### src/rtl/lc_pkg.sv
package lc_pkg;

   typedef enum logic [1:0] {
      LC_PASS = 2'd0,
      LC_UP   = 2'd1,
      LC_DOWN = 2'd2,
      LC_BAD  = 2'd3
   } lc_mode_e;

   function automatic lc_mode_e lc_mode(input logic up, input logic dn);
      case ({dn, up})
         2'b01:   return LC_UP;
         2'b10:   return LC_DOWN;
         2'b11:   return LC_BAD;
         default: return LC_PASS;
      endcase
   endfunction

   function automatic int lc_pw(input int len);
      return (len > 1) ? $clog2(len) : 1;
   endfunction

endpackage

### src/rtl/lc_phase_gen.sv
module lc_phase_gen #(
   parameter int            LEN = 5,
   parameter logic [LEN-1:0] PAT = 5'b00001
) (
   input  logic clk,
   input  logic rst,
   input  logic step,
   input  logic active,
   output logic code_bit
);
   import lc_pkg::*;

   localparam int PW = lc_pw(LEN);
   localparam logic [PW-1:0] LAST = PW'(LEN - 1);

   if (LEN < 1) begin : g_len_chk
      $error("lc_phase_gen: LEN must be at least 1");
   end

   logic [PW-1:0] phase;

   always_ff @(posedge clk) begin
      if (rst)
         phase <= '0;
      else if (step) begin
         if (!active)
            phase <= '0;
         else if (phase == LAST)
            phase <= '0;
         else
            phase <= phase + PW'(1);
      end
   end

   // first transmitted bit is the leftmost pattern bit
   always_comb code_bit = PAT[LAST - phase];


   idle_restart_chk: assert property (@(posedge clk) disable iff (rst)
      (step && !active) |=> (phase == '0));


   phase_range_chk: assert property (@(posedge clk) disable iff (rst)
      phase <= LAST);


   phase_hold_chk: assert property (@(posedge clk) disable iff (rst)
      !step |=> $stable(phase));


   phase_reset_chk: assert property (@(posedge clk)
      rst |=> (phase == '0));

endmodule

### src/rtl/lc_out_stage.sv
module lc_out_stage (
   input  logic             clk,
   input  logic             rst,
   input  logic             step,
   input  lc_pkg::lc_mode_e mode,
   input  logic             frame_mark,
   input  logic             tx_in,
   input  logic             up_bit,
   input  logic             dn_bit,
   output logic             tx_out,
   output logic             illegal
);
   import lc_pkg::*;

   logic nxt_bit;

   always_comb begin
      nxt_bit = tx_in;
      if (!frame_mark) begin
         case (mode)
            LC_UP:   nxt_bit = up_bit;
            LC_DOWN: nxt_bit = dn_bit;
            default: nxt_bit = tx_in;
         endcase
      end
   end

   always_ff @(posedge clk) begin
      if (rst) begin
         tx_out  <= 1'b0;
         illegal <= 1'b0;
      end else if (step) begin
         tx_out  <= nxt_bit;
         illegal <= (mode == LC_BAD);
      end
   end


   frame_pass_chk: assert property (@(posedge clk) disable iff (rst)
      (step && frame_mark) |=> (tx_out == $past(tx_in)));


   bad_flag_chk: assert property (@(posedge clk) disable iff (rst)
      (step && mode == LC_BAD) |=> (illegal && tx_out == $past(tx_in)));


   pass_chk: assert property (@(posedge clk) disable iff (rst)
      (step && mode == LC_PASS) |=> (!illegal && tx_out == $past(tx_in)));


   out_hold_chk: assert property (@(posedge clk) disable iff (rst)
      !step |=> ($stable(tx_out) && $stable(illegal)));


   out_reset_chk: assert property (@(posedge clk)
      rst |=> (!tx_out && !illegal));

endmodule

### src/rtl/loopcode_inserter.sv
module loopcode_inserter #(
   parameter int                CTRL_W = 8,
   parameter int                UP_POS = 1,
   parameter int                DN_POS = 2,
   parameter int                UP_LEN = 5,
   parameter logic [UP_LEN-1:0] UP_PAT = 5'b00001,
   parameter int                DN_LEN = 3,
   parameter logic [DN_LEN-1:0] DN_PAT = 3'b001
) (
   input  logic              clk,
   input  logic              rst,
   input  logic              bit_en,
   input  logic              frame_mark,
   input  logic              tx_in,
   input  logic [CTRL_W-1:0] ctrl_reg,
   output logic              tx_out,
   output logic              illegal_cfg
);
   import lc_pkg::*;

   localparam int NCODE = 2;
   localparam int MAXL  = (UP_LEN > DN_LEN) ? UP_LEN : DN_LEN;

   if (UP_POS >= CTRL_W || DN_POS >= CTRL_W || UP_POS < 0 || DN_POS < 0) begin : g_pos_chk
      $error("loopcode_inserter: request bit outside control register");
   end
   if (UP_POS == DN_POS) begin : g_dup_chk
      $error("loopcode_inserter: request bits must differ");
   end

   logic     req_up, req_dn;
   lc_mode_e mode;
   logic [NCODE-1:0] act;
   logic [NCODE-1:0] cbit;

   always_comb begin
      req_up = ctrl_reg[UP_POS];
      req_dn = ctrl_reg[DN_POS];
      mode   = lc_mode(req_up, req_dn);
      act    = {req_dn, req_up};
   end

   for (genvar g = 0; g < NCODE; g++) begin : g_code
      localparam int              L = (g == 0) ? UP_LEN : DN_LEN;
      localparam logic [MAXL-1:0] P = (g == 0) ? MAXL'(UP_PAT) : MAXL'(DN_PAT);
      lc_phase_gen #(
         .LEN (L),
         .PAT (P[L-1:0])
      ) u_gen (
         .clk      (clk),
         .rst      (rst),
         .step     (bit_en),
         .active   (act[g]),
         .code_bit (cbit[g])
      );
   end

   lc_out_stage u_out (
      .clk        (clk),
      .rst        (rst),
      .step       (bit_en),
      .mode       (mode),
      .frame_mark (frame_mark),
      .tx_in      (tx_in),
      .up_bit     (cbit[0]),
      .dn_bit     (cbit[1]),
      .tx_out     (tx_out),
      .illegal    (illegal_cfg)
   );


   flag_clear_chk: assert property (@(posedge clk) disable iff (rst)
      (bit_en && !(req_up && req_dn)) |=> !illegal_cfg);


   flag_latency_chk: assert property (@(posedge clk) disable iff (rst)
      bit_en |=> (illegal_cfg == ($past(req_up) && $past(req_dn))));

endmodule

### config.mk
export PLATFORM = sky130hd
export DESIGN_NAME = loopcode_inserter
export DESIGN_NICKNAME = d
export VERILOG_FILES = /design/src/rtl/lc_pkg.sv /design/src/rtl/lc_phase_gen.sv /design/src/rtl/lc_out_stage.sv /design/src/rtl/loopcode_inserter.sv
export SDC_FILE = /design/constraint.sdc
export NUM_CORES = 1
export LEC_CHECK = 0
export ABC_CLOCK_PERIOD_IN_PS = 3300
export BUFFER_PORTS_ARGS = -buffer_cell sky130_fd_sc_hd__buf_2
export CORE_AREA = 5 5 42 44
export CTS_CLUSTER_SIZE = 25
export DETAILED_ROUTE_END_ITERATION = 8
export DIE_AREA = 0 0 47 49
export PLACE_DENSITY = 0.59
export SLEW_MARGIN = 20
export SYNTH_ARGS = -nofsm -noshare
export SYNTH_HDL_FRONTEND = slang
export SYNTH_SLANG_ARGS = --single-unit
### constraint.sdc
create_clock -name clk -period 3.3 [get_ports clk]
set_input_delay 0.33 -clock clk [delete_from_list [all_inputs] [get_ports clk]]
set_output_delay 0.33 -clock clk [all_outputs]
set_load 0.05 [all_outputs]
==> After elaboration in Yosys (flattened, before gate mapping) <==
Memories as Yosys holds them, arrays and structs flattened.
Cells that the tools add are included.
{ "totals": {"reg_bits": 7, "rom_bits": 8, "input_bits": 13, "out_inout_bits": 2, "word_cells": 29, "mem_count": 1} }
{ "memory_table": {"columns": ["name", "words", "width", "rd", "rd_clocked_by_memory_dff", "write_ports", "line", "rtl"], "rows": [
  ["(name not given)", 8, 1, 1, 0, 0, "lc_phase_gen.sv:36", "always_comb code_bit = PAT[LAST - phase];"]
]} }
{ "classes": {"n_addsub": 4, "order_cmp": 2, "eq_ne": 8, "muxes": 10} }
{ "ops": {"columns": ["cell", "count"], "rows": [
  ["equality test 2 bit (second input constant)", 5],
  ["2-to-1 mux 3 bit", 2],
  ["one-hot mux 2 bit (3 select lines)", 1],
  ["equality test 2 x 1 -> 1 bit (second input constant)", 2],
  ["< comparator 3 x 4 -> 1 bit (second input constant)", 1],
  ["2-to-1 mux 2 bit", 2],
  ["adder 3 x 1 -> 3 bit (second input constant)", 1],
  ["equality test 3 bit (second input constant)", 1],
  ["< comparator 2 x 3 -> 1 bit (second input constant)", 1],
  ["2-to-1 mux 1 bit", 3],
  ["subtractor 3 bit (first input constant)", 1],
  ["adder 2 x 1 -> 2 bit (second input constant)", 1],
  ["binary-select mux 1 bit (select 2 bit)", 1],
  ["one-hot mux 1 bit (2 select lines)", 1],
  ["subtractor 2 bit (first input constant)", 1]
]} }

==> Logic depth before layout (Yosys ltp) <==
Gate-level depths: netlist of the first run.
{ "depth": {"depth_word": 5, "mapped_depth": 6, "ltp_nobuf": 6} }

==> Hierarchy <==
From an unflattened synthesis of the first run, not the netlist that was laid out.
{ "hier_totals": {"hier_cells": 47, "hier_area_um2": 440.4} }
{ "by_module_without_submodules": {"columns": ["mod", "instances", "cells_per_inst", "area_each_um2", "seq_area_each_um2"], "rows": [
  ["lc_phase_gen at g_code[0].u_gen", 1, 22, 195.2, 60.1],
  ["lc_out_stage", 1, 14, 146.4, 40.0],
  ["lc_phase_gen at g_code[1].u_gen", 1, 9, 91.3, 40.0],
  ["loopcode_inserter", 1, 2, 7.5, 0.0]
]} }

==> Worst setup path before layout of the first run <==
Ideal clock, no wire load.
{ "synth_timing": {"path_kind": "flip-flop to flip-flop", "startpoint": "register g_code[0].u_gen.phase[0]", "endpoint": "register g_code[0].u_gen.phase[2]", "arrival_time_ns": 1.334, "t_required_ns": 3.230, "path_slack_ns": 1.897, "path_stages_with_launch": 6, "n_path_buf": 0, "synth_period_minus_slack_ns": 1.403, "path_cell_list": "dfxtp_1 inv_1 ha_1 ha_1 or4_1 a21oi_1"} }
{ "synth_between": {"elab_chain_cells": 3, "word_cells_on_any_way": 4} }
{ "synth_lines": {"columns": ["item", "line", "rtl"], "rows": [
  ["start: declaration", "lc_phase_gen.sv:20", "logic [PW-1:0] phase;"],
  ["start signal: assignment", "lc_phase_gen.sv:31", "phase <= phase + PW'(1);"],
  ["adder 3 x 1 -> 3 bit or equality test 3 bit (tied branches)", "lc_phase_gen.sv:31, lc_phase_gen.sv:28", null],
  ["2-to-1 mux 3 bit *", "lc_phase_gen.sv:28", "else if (phase == LAST)"],
  ["2-to-1 mux 3 bit *", "lc_phase_gen.sv:26", "if (!active)"]
]} }
Mark *: on every way between the ends. The rest lies on a longest branch, timed or not.
A chain may end at the register's enable or synchronous reset.

==> Final worst setup path of the first run <==
Ends and elaborated chain as after synthesis.

==> metrics.txt, run 1 <==
# TYPE chip_impl_metric gauge
chip_impl_metric{name="register_bit_total_from_synthesis",unit=""} 7
chip_impl_metric{name="timing.hold.ws",unit="ns"} 0.330
chip_impl_metric{name="initialDrtViolationCount",unit=""} 2
chip_impl_metric{name="resize_count_post_cts",unit=""} 0
chip_impl_metric{name="power.density_cell_area",unit="mW/mm^2"} 412
chip_impl_info{name="worstHoldPathType",value="in2reg"} 1
chip_impl_metric{name="whs_path_depth",unit=""} 2
chip_impl_metric{name="max-slew-margin-rel",unit=""} 0.833
chip_impl_metric{name="gp_routability_congestion",unit=""} 0.667
chip_impl_info{name="startpoint_type",value="register"} 1
chip_impl_metric{name="drc",unit=""} 0
chip_impl_metric{name="vias",unit=""} 340
chip_impl_metric{name="number_of_distinct_library_cells_after_synthesis",unit=""} 19
chip_impl_info{name="worstPathCellList",value="inv_1 > ha_1 > ha_1 > or4_1 > a21oi_1"} 1
chip_impl_metric{name="route.detailed.wl_per_inst",unit="um"} 10.7
chip_impl_metric{name="grt_pass1_wl",unit="um"} 1260
chip_impl_metric{name="setup-violations-final",unit=""} 0
chip_impl_metric{name="clk_transition_reported_paths",unit="ns"} 0.05
chip_impl_metric{name="detailed_place.area",unit="um^2"} 463
chip_impl_metric{name="place.port_buffers",unit=""} 8
chip_impl_info{name="most-common-layout-cells",value="sky130_fd_sc_hd__buf_2, sky130_fd_sc_hd__ha_1, sky130_fd_sc_hd__dfxtp_1, sky130_fd_sc_hd__nor2_1, sky130_fd_sc_hd__a21oi_1"} 1
chip_impl_info{name="layout_commonest_cell",value="sky130_fd_sc_hd__buf_2"} 1
chip_impl_metric{name="synth-seq-area-share",unit=""} 0.344
chip_impl_metric{name="slew_violations",unit=""} 0
chip_impl_metric{name="nNetsFinal",unit=""} 78
chip_impl_metric{name="die_x",unit="um"} 47
chip_impl_metric{name="synthesis.nets",unit=""} 66
chip_impl_metric{name="worst_slack",unit="ns"} 1.81
chip_impl_metric{name="die_area",unit="mm^2"} 0.00230
chip_impl_info{name="path_class",value="reg2reg"} 1
chip_impl_info{name="crit_top_cell",value="sky130_fd_sc_hd__ha_1"} 1
chip_impl_metric{name="clock_path_buffers",unit=""} 2
chip_impl_metric{name="post_cts_setup_buffer_count",unit=""} 0
chip_impl_info{name="cts.root.buffer_cell",value="sky130_fd_sc_hd__clkbuf_4"} 1
chip_impl_metric{name="route.final.wire_length",unit="um"} 781
chip_impl_info{name="status",value="completed"} 1
chip_impl_metric{name="globalRoute.totalOverflow",unit=""} 0
chip_impl_metric{name="die_height",unit="um"} 49
chip_impl_metric{name="synthesis.area",unit="um^2"} 408
chip_impl_info{name="global_route.peak_usage_layer",value="met2"} 1
chip_impl_metric{name="max_clock_freq",unit="MHz"} 673
chip_impl_metric{name="cts_num_sinks",unit=""} 7
chip_impl_metric{name="clock_tree.htree_level_count",unit=""} 1
chip_impl_metric{name="worst_clock_skew",unit="ns"} 0.000578
chip_impl_info{name="rsz_0062_raised_after_global_routing",value="false"} 1
chip_impl_metric{name="holdBufCountCts",unit=""} 0
chip_impl_metric{name="timing_hold_violations_final",unit=""} 0
chip_impl_metric{name="power.static_leakage",unit="uW"} 0.000221
chip_impl_metric{name="grt_antenna_before_repair",unit=""} 0
chip_impl_metric{name="final_util",unit=""} 0.349
chip_impl_metric{name="grt_util_met2",unit=""} 0.0995
chip_impl_metric{name="max_cap_viols",unit=""} 0
chip_impl_metric{name="final.fill_count",unit=""} 149
chip_impl_metric{name="area_growth_syn_to_layout",unit="%"} 19.9
chip_impl_metric{name="global_route.usage.met1",unit=""} 0.0973
chip_impl_metric{name="vias_in_the_first_global_route",unit=""} 311
chip_impl_metric{name="avgViaCountPerCell",unit=""} 4.66
chip_impl_metric{name="tightestPinTransition",unit="ns"} 0.253
chip_impl_metric{name="timing.critical_path.arrival",unit="ns"} 1.68
chip_impl_metric{name="core_area",unit="mm^2"} 0.00140
chip_impl_metric{name="cts_inserted_buffers",unit=""} 3
chip_impl_metric{name="grt_use_total",unit=""} 0.0790
chip_impl_metric{name="final_instance_area",unit="um^2"} 489
chip_impl_metric{name="max-vdd-ir-drop",unit="mV"} 0.207
chip_impl_metric{name="ys_warn_count",unit=""} 0
chip_impl_metric{name="drtPass1Iterations",unit=""} 4
chip_impl_metric{name="critical_path.max_stage_delay",unit="ns"} 0.46
chip_impl_metric{name="synth_cells",unit=""} 46
chip_impl_metric{name="floorplan.initialDensity",unit=""} 0.291
chip_impl_metric{name="globalRouteMet3Util",unit=""} 0.0664
chip_impl_metric{name="totalNegativeSetupSlack",unit="ns"} 0
chip_impl_metric{name="num_rows",unit=""} 14
chip_impl_metric{name="number_of_routed_nets_with_antenna_violations",unit=""} 0
chip_impl_info{name="tritoncts",value="done"} 1
chip_impl_metric{name="critPathMaxFanout",unit=""} 4
chip_impl_metric{name="grt_start_max_net_pins",unit=""} 10
chip_impl_metric{name="detailedPlace.worstSlack",unit="ns"} 1.82
chip_impl_metric{name="ff2ff_path_depth",unit=""} 5
chip_impl_metric{name="worst-endpoint-required",unit="ns"} 3.49
chip_impl_metric{name="design.portCount",unit=""} 15
chip_impl_metric{name="fin_crit_sh",unit=""} 0.450
chip_impl_metric{name="drive_above_1_share",unit=""} 0.228
chip_impl_info{name="worst_setup_path_end_kind",value="register"} 1
chip_impl_metric{name="post-route-min-period",unit="ns"} 1.49
chip_impl_metric{name="clock_latency",unit="ns"} 0.26
chip_impl_metric{name="synth_area_per_inst",unit="um^2"} 8.87
chip_impl_info{name="timing.critical_path.slowest_stage_cell",value="sky130_fd_sc_hd__or4_1"} 1
chip_impl_metric{name="antenna_cells",unit=""} 0
-- final timing paths --
check | from | endpoint | slack, ns
hold / removal | tx_in | u_out.tx_out | 0.33
hold reg to reg | g_code[0].u_gen.phase[1] | g_code[0].u_gen.phase[1] | 0.47
setup / recovery | g_code[0].u_gen.phase[0] | g_code[0].u_gen.phase[2] | 1.81
setup reg to reg | g_code[0].u_gen.phase[0] | g_code[0].u_gen.phase[2] | 1.81
-- flip-flops by register name, indices dropped and copies added (netlist names) --
register and flops:
u_out.tx_out 1, u_out.illegal 1, g_code.u_gen.phase 5
-- worst max-delay path, delay by kind of cell (launching register included) --
family | cells | cell delay, ns
AND/OR/NAND/NOR | 1 | 0.46
flip-flops | 1 | 0.36
buffers and inverters | 1 | 0.08
AO/OA/AOI/OAI | 1 | 0.13
adder cells (fa/ha/maj) | 2 | 0.40
-- through the flow --
step	instances	total power, uW
6_report	73	202
5_1_grt	73	215
4_1_cts	73	204
3_5_place_dp	69	121
3_3_place_gp	69	121
2_1_floorplan	46	111
-- cell type report --
type                    count  area [um^2]  share of cell area
clock buffers               4         26.3              0.0537
inverters                   5         18.8              0.0384
multi-input cells          33          244               0.499
flip-flops and latches      7          140               0.286
well taps                  16         20.0              0.0409
repair buffers              8         40.0              0.0818
-- cell usage after synthesis, drive strengths merged --
library cell | instances | area share
o311a | 1 | 0.025
ha | 7 | 0.21
nor3b | 1 | 0.018
dfxtp | 7 | 0.34
buf | 1 | 0.012
nand4 | 1 | 0.015
mux2i | 1 | 0.025
nand4b | 1 | 0.021
nor4bb | 1 | 0.025
nand3 | 1 | 0.012
nor2 | 6 | 0.055
o21ai | 1 | 0.012
nand3b | 2 | 0.037
a21oi | 5 | 0.061
nand2 | 3 | 0.028
inv | 5 | 0.046
and4bb | 1 | 0.031
or4 | 1 | 0.018
-- where the power goes --
group          total [uW]  internal, uW  switching (uW)
Clock                82.2          46.4            35.8
Combinational        29.3          11.3            17.9
Sequential           90.1          88.0            2.14
Total                 202           146            55.9
-- layer usage --
layer / share of wire / wire length (um)
met1: 0.47 / 366
met2: 0.39 / 301
met3: 0.12 / 97
met4: 0.020 / 16
met5: 0 / 0
-- kinds of logic after synthesis --
kind of cell | share of synthesized area
AND/OR/NAND/NOR | 0.261
AO/OA/AOI/OAI | 0.0981
adder cells (fa/ha/maj) | 0.215
flip-flops | 0.344
buffers and inverters | 0.0583
multiplexers | 0.0245
Note: power is estimated with default switching activity, not from simulation.
==> inputs of run 2 (changes only) <==
--- a/config.mk
+++ b/config.mk
@@ -5,13 +5,13 @@
 export SDC_FILE = /design/constraint.sdc
 export NUM_CORES = 1
 export LEC_CHECK = 0
-export ABC_CLOCK_PERIOD_IN_PS = 3300
+export ABC_CLOCK_PERIOD_IN_PS = 1360
 export BUFFER_PORTS_ARGS = -buffer_cell sky130_fd_sc_hd__buf_2
 export CORE_AREA = 5 5 42 44
 export CTS_CLUSTER_SIZE = 25
 export DETAILED_ROUTE_END_ITERATION = 8
 export DIE_AREA = 0 0 47 49
-export PLACE_DENSITY = 0.59
+export PLACE_DENSITY = 0.61
 export SLEW_MARGIN = 20
 export SYNTH_ARGS = -nofsm -noshare
 export SYNTH_HDL_FRONTEND = slang
==> constraint.sdc (replaced) <==
create_clock -name clk -period 1.36 [get_ports clk]
set_input_delay 0.136 -clock clk [delete_from_list [all_inputs] [get_ports clk]]
set_output_delay 0.136 -clock clk [all_outputs]
set_load 0.05 [all_outputs]
==> run 2 against run 1 <==
Power is 140% higher. Clock power grew 120%. Cell area grew 8.7%. Worst hold slack lost 0.19 ns. Worst setup slack got worse by 1.8 ns. Cell count increased by 2.7%. Critical endpoint unchanged. Critical path depth unchanged. Sequential cell count did not move. Global-route usage up 0.71 points. Clock skew up 0.0045 ns. Largest power group unchanged. First-iteration DRC count unchanged. Core utilization rose by 3.0 points.
==> metrics.txt, run 2 (same netlist as run 1, synthesis figures left out) <==
# TYPE chip_impl_metric gauge
chip_impl_metric{name="num_rows",unit=""} 14
chip_impl_info{name="status",value="completed"} 1
chip_impl_metric{name="grt_pass1_wl",unit="um"} 1410
chip_impl_metric{name="clock_tree.htree_level_count",unit=""} 1
chip_impl_metric{name="clk_transition_reported_paths",unit="ns"} 0.05
chip_impl_info{name="path_class",value="reg2reg"} 1
chip_impl_metric{name="flip_flop_count_of_the_largest_register_all_copies_and_words_added",unit=""} 5
chip_impl_metric{name="multi_input_area",unit="um^2"} 269
chip_impl_metric{name="worst-endpoint-required",unit="ns"} 1.54
chip_impl_metric{name="max_clock_freq",unit="MHz"} 765
chip_impl_metric{name="post-route-min-period",unit="ns"} 1.31
chip_impl_metric{name="gp_routability_congestion",unit=""} 0.740
chip_impl_metric{name="vias",unit=""} 346
chip_impl_info{name="rsz_0062_raised_after_global_routing",value="false"} 1
chip_impl_metric{name="grt_antenna_before_repair",unit=""} 0
chip_impl_metric{name="place.detailed.instances",unit=""} 71
chip_impl_metric{name="antenna_cells",unit=""} 0
chip_impl_metric{name="design.portCount",unit=""} 15
chip_impl_info{name="reg_with_most_ffs",value="g_code.u_gen.phase"} 1
chip_impl_metric{name="ff_latch_area",unit="um^2"} 143
chip_impl_metric{name="route.final.wire_length",unit="um"} 852
chip_impl_info{name="startpoint_type",value="register"} 1
chip_impl_metric{name="cts_num_sinks",unit=""} 7
chip_impl_metric{name="drc",unit=""} 0
chip_impl_info{name="worst_setup_path_startpoint",value="g_code[0].u_gen.phase[0]"} 1
chip_impl_metric{name="grt_start_max_net_pins",unit=""} 10
chip_impl_metric{name="grt_use_total",unit=""} 0.0861
chip_impl_metric{name="max_cap_viols",unit=""} 0
chip_impl_info{name="cts.root.buffer_cell",value="sky130_fd_sc_hd__clkbuf_4"} 1
chip_impl_metric{name="detailed_place.area",unit="um^2"} 485
chip_impl_metric{name="setup.reg_to_reg.worst_slack",unit="ns"} 0.05
chip_impl_metric{name="fin_crit_sh",unit=""} 0.961
chip_impl_metric{name="worst_clock_skew",unit="ns"} 0.00508
chip_impl_info{name="worstHoldPathType",value="in2reg"} 1
chip_impl_metric{name="vias_in_the_first_global_route",unit=""} 321
chip_impl_metric{name="setup-violations-final",unit=""} 0
chip_impl_metric{name="cts_inserted_buffers",unit=""} 3
chip_impl_metric{name="core_area",unit="mm^2"} 0.00140
chip_impl_info{name="worst_r2r_endpoint",value="g_code[0].u_gen.phase[2]"} 1
chip_impl_metric{name="power.static_leakage",unit="uW"} 0.000229
chip_impl_metric{name="post_layout_nonfiller_instances",unit=""} 75
chip_impl_metric{name="number_of_routed_nets_with_antenna_violations",unit=""} 0
chip_impl_metric{name="avgViaCountPerCell",unit=""} 4.61
chip_impl_metric{name="max-slew-margin-rel",unit=""} 0.849
chip_impl_metric{name="drtPass1Iterations",unit=""} 2
chip_impl_metric{name="route.detailed.wl_per_inst",unit="um"} 11.4
chip_impl_metric{name="nNetsFinal",unit=""} 80
chip_impl_metric{name="drive_above_1_share",unit=""} 0.390
chip_impl_metric{name="place.port_buffers",unit=""} 8
chip_impl_metric{name="timing_hold_violations_final",unit=""} 0
chip_impl_metric{name="ff2ff_path_depth",unit=""} 5
chip_impl_info{name="worst_setup_path_end_kind",value="register"} 1
chip_impl_metric{name="final_util",unit=""} 0.379
chip_impl_metric{name="area_growth_syn_to_layout",unit="%"} 30.4
chip_impl_metric{name="initialDrtViolationCount",unit=""} 2
chip_impl_info{name="largestRegisters",value="g_code.u_gen.phase x5, u_out.illegal x1, u_out.tx_out x1"} 1
chip_impl_metric{name="power.density_cell_area",unit="mW/mm^2"} 904
chip_impl_metric{name="final.fill_count",unit=""} 159
chip_impl_info{name="tritoncts",value="done"} 1
chip_impl_metric{name="clock_path_buffers",unit=""} 2
chip_impl_info{name="layout_commonest_cell",value="sky130_fd_sc_hd__buf_2"} 1
chip_impl_info{name="most-common-layout-cells",value="sky130_fd_sc_hd__buf_2, sky130_fd_sc_hd__nor2_1, sky130_fd_sc_hd__dfxtp_1, sky130_fd_sc_hd__a21oi_1, sky130_fd_sc_hd__ha_1"} 1
chip_impl_metric{name="floorplan.initialDensity",unit=""} 0.291
chip_impl_metric{name="timing.hold.ws",unit="ns"} 0.145
chip_impl_metric{name="slew_violations",unit=""} 0
chip_impl_metric{name="final_instance_area",unit="um^2"} 532
chip_impl_info{name="timing.critical_path.to",value="g_code[0].u_gen.phase[2]"} 1
chip_impl_metric{name="globalRoute.totalOverflow",unit=""} 0
chip_impl_metric{name="die_x",unit="um"} 47
chip_impl_metric{name="tightestPinTransition",unit="ns"} 0.223
chip_impl_metric{name="max-vdd-ir-drop",unit="mV"} 0.478
chip_impl_info{name="worstReg2RegStart",value="g_code[0].u_gen.phase[0]"} 1
chip_impl_metric{name="clock_latency",unit="ns"} 0.24
chip_impl_metric{name="timing.critical_path.arrival",unit="ns"} 1.49
chip_impl_metric{name="die_area",unit="mm^2"} 0.00230
chip_impl_metric{name="die_height",unit="um"} 49
chip_impl_metric{name="critPathMaxFanout",unit=""} 3
-- run 2: cell types whose count changed in the layout (fill, tap and decap cells not counted), moves of 2 or more --
cell	before	now
sky130_fd_sc_hd__buf_4	0	2
sky130_fd_sc_hd__dfxtp_1	7	5
sky130_fd_sc_hd__dfxtp_2	0	2
sky130_fd_sc_hd__ha_1	7	4
sky130_fd_sc_hd__ha_2	0	2
-- run 2: area by class of cell --
| class | count | area share |
|---|---|---|
| well taps | 16 | 0.0376 |
| repair buffers | 10 | 0.104 |
| multi-input cells | 33 | 0.506 |
| clock buffers | 4 | 0.0494 |
| flip-flops and latches | 7 | 0.268 |
| inverters | 5 | 0.0353 |
-- run 2: where the power goes --
group / leakage (uW) / switching (uW) / internal (uW) / total [uW]
logic: 0.000156 / 47.6 / 31.0 / 78.6
registers: 0.0000580 / 5.25 / 214 / 219
clock network: 0.0000150 / 71.1 / 112 / 183
-- run 2: worst min-delay path by stage --
stage          startpoint                  endpoint  cells after the start
6_report              rst  g_code[0].u_gen.phase[2]                      2
5_1_grt               rst  g_code[0].u_gen.phase[2]                      2
4_1_cts             tx_in              u_out.tx_out                      2
3_5_place_dp        tx_in              u_out.tx_out                      2
3_3_place_gp        tx_in              u_out.tx_out                      2
2_1_floorplan         rst  g_code[0].u_gen.phase[1]                      1
-- run 2: per-layer routing --
| metal | part of all wire | routed length, um | GRT usage | up-vias |
|---|---|---|---|---|
| li1 | - | - | - | 186 |
| met5 | 0 | 0 | 0 | - |
| met3 | 0.050 | 43 | 0.0480 | 0 |
| met1 | 0.49 | 418 | 0.108 | 155 |
| met4 | 0 | 0 | 0.0276 | 0 |
| met2 | 0.46 | 390 | 0.122 | 5 |
-- run 2: stage by stage --
stage / worst slack (ns) / power, uW / setup TNS [ns]
final: 0.0530 / 481 / 0
after global routing: 0.0108 / 520 / 0
after CTS: 0.0499 / 492 / 0
after detailed placement: -0.0170 / 301 / -0.0170
after global placement: 0.0144 / 299 / 0
after floorplan: 0.0154 / 271 / 0
-- run 2: timing repair --
item	CTS	global route
pin swaps	2	1
hold buffers	0	0
buffers inserted	0	0
resized for setup	0	4
endpoints found under the setup margin	1	1
-- run 2: worst max-delay path, cell delays in order (launching register included) --
cell	delay (ns)
sky130_fd_sc_hd__dfxtp_2	0.32
sky130_fd_sc_hd__inv_2	0.04
sky130_fd_sc_hd__ha_2	0.16
sky130_fd_sc_hd__ha_2	0.17
sky130_fd_sc_hd__or4_4	0.41
sky130_fd_sc_hd__a21oi_2	0.14
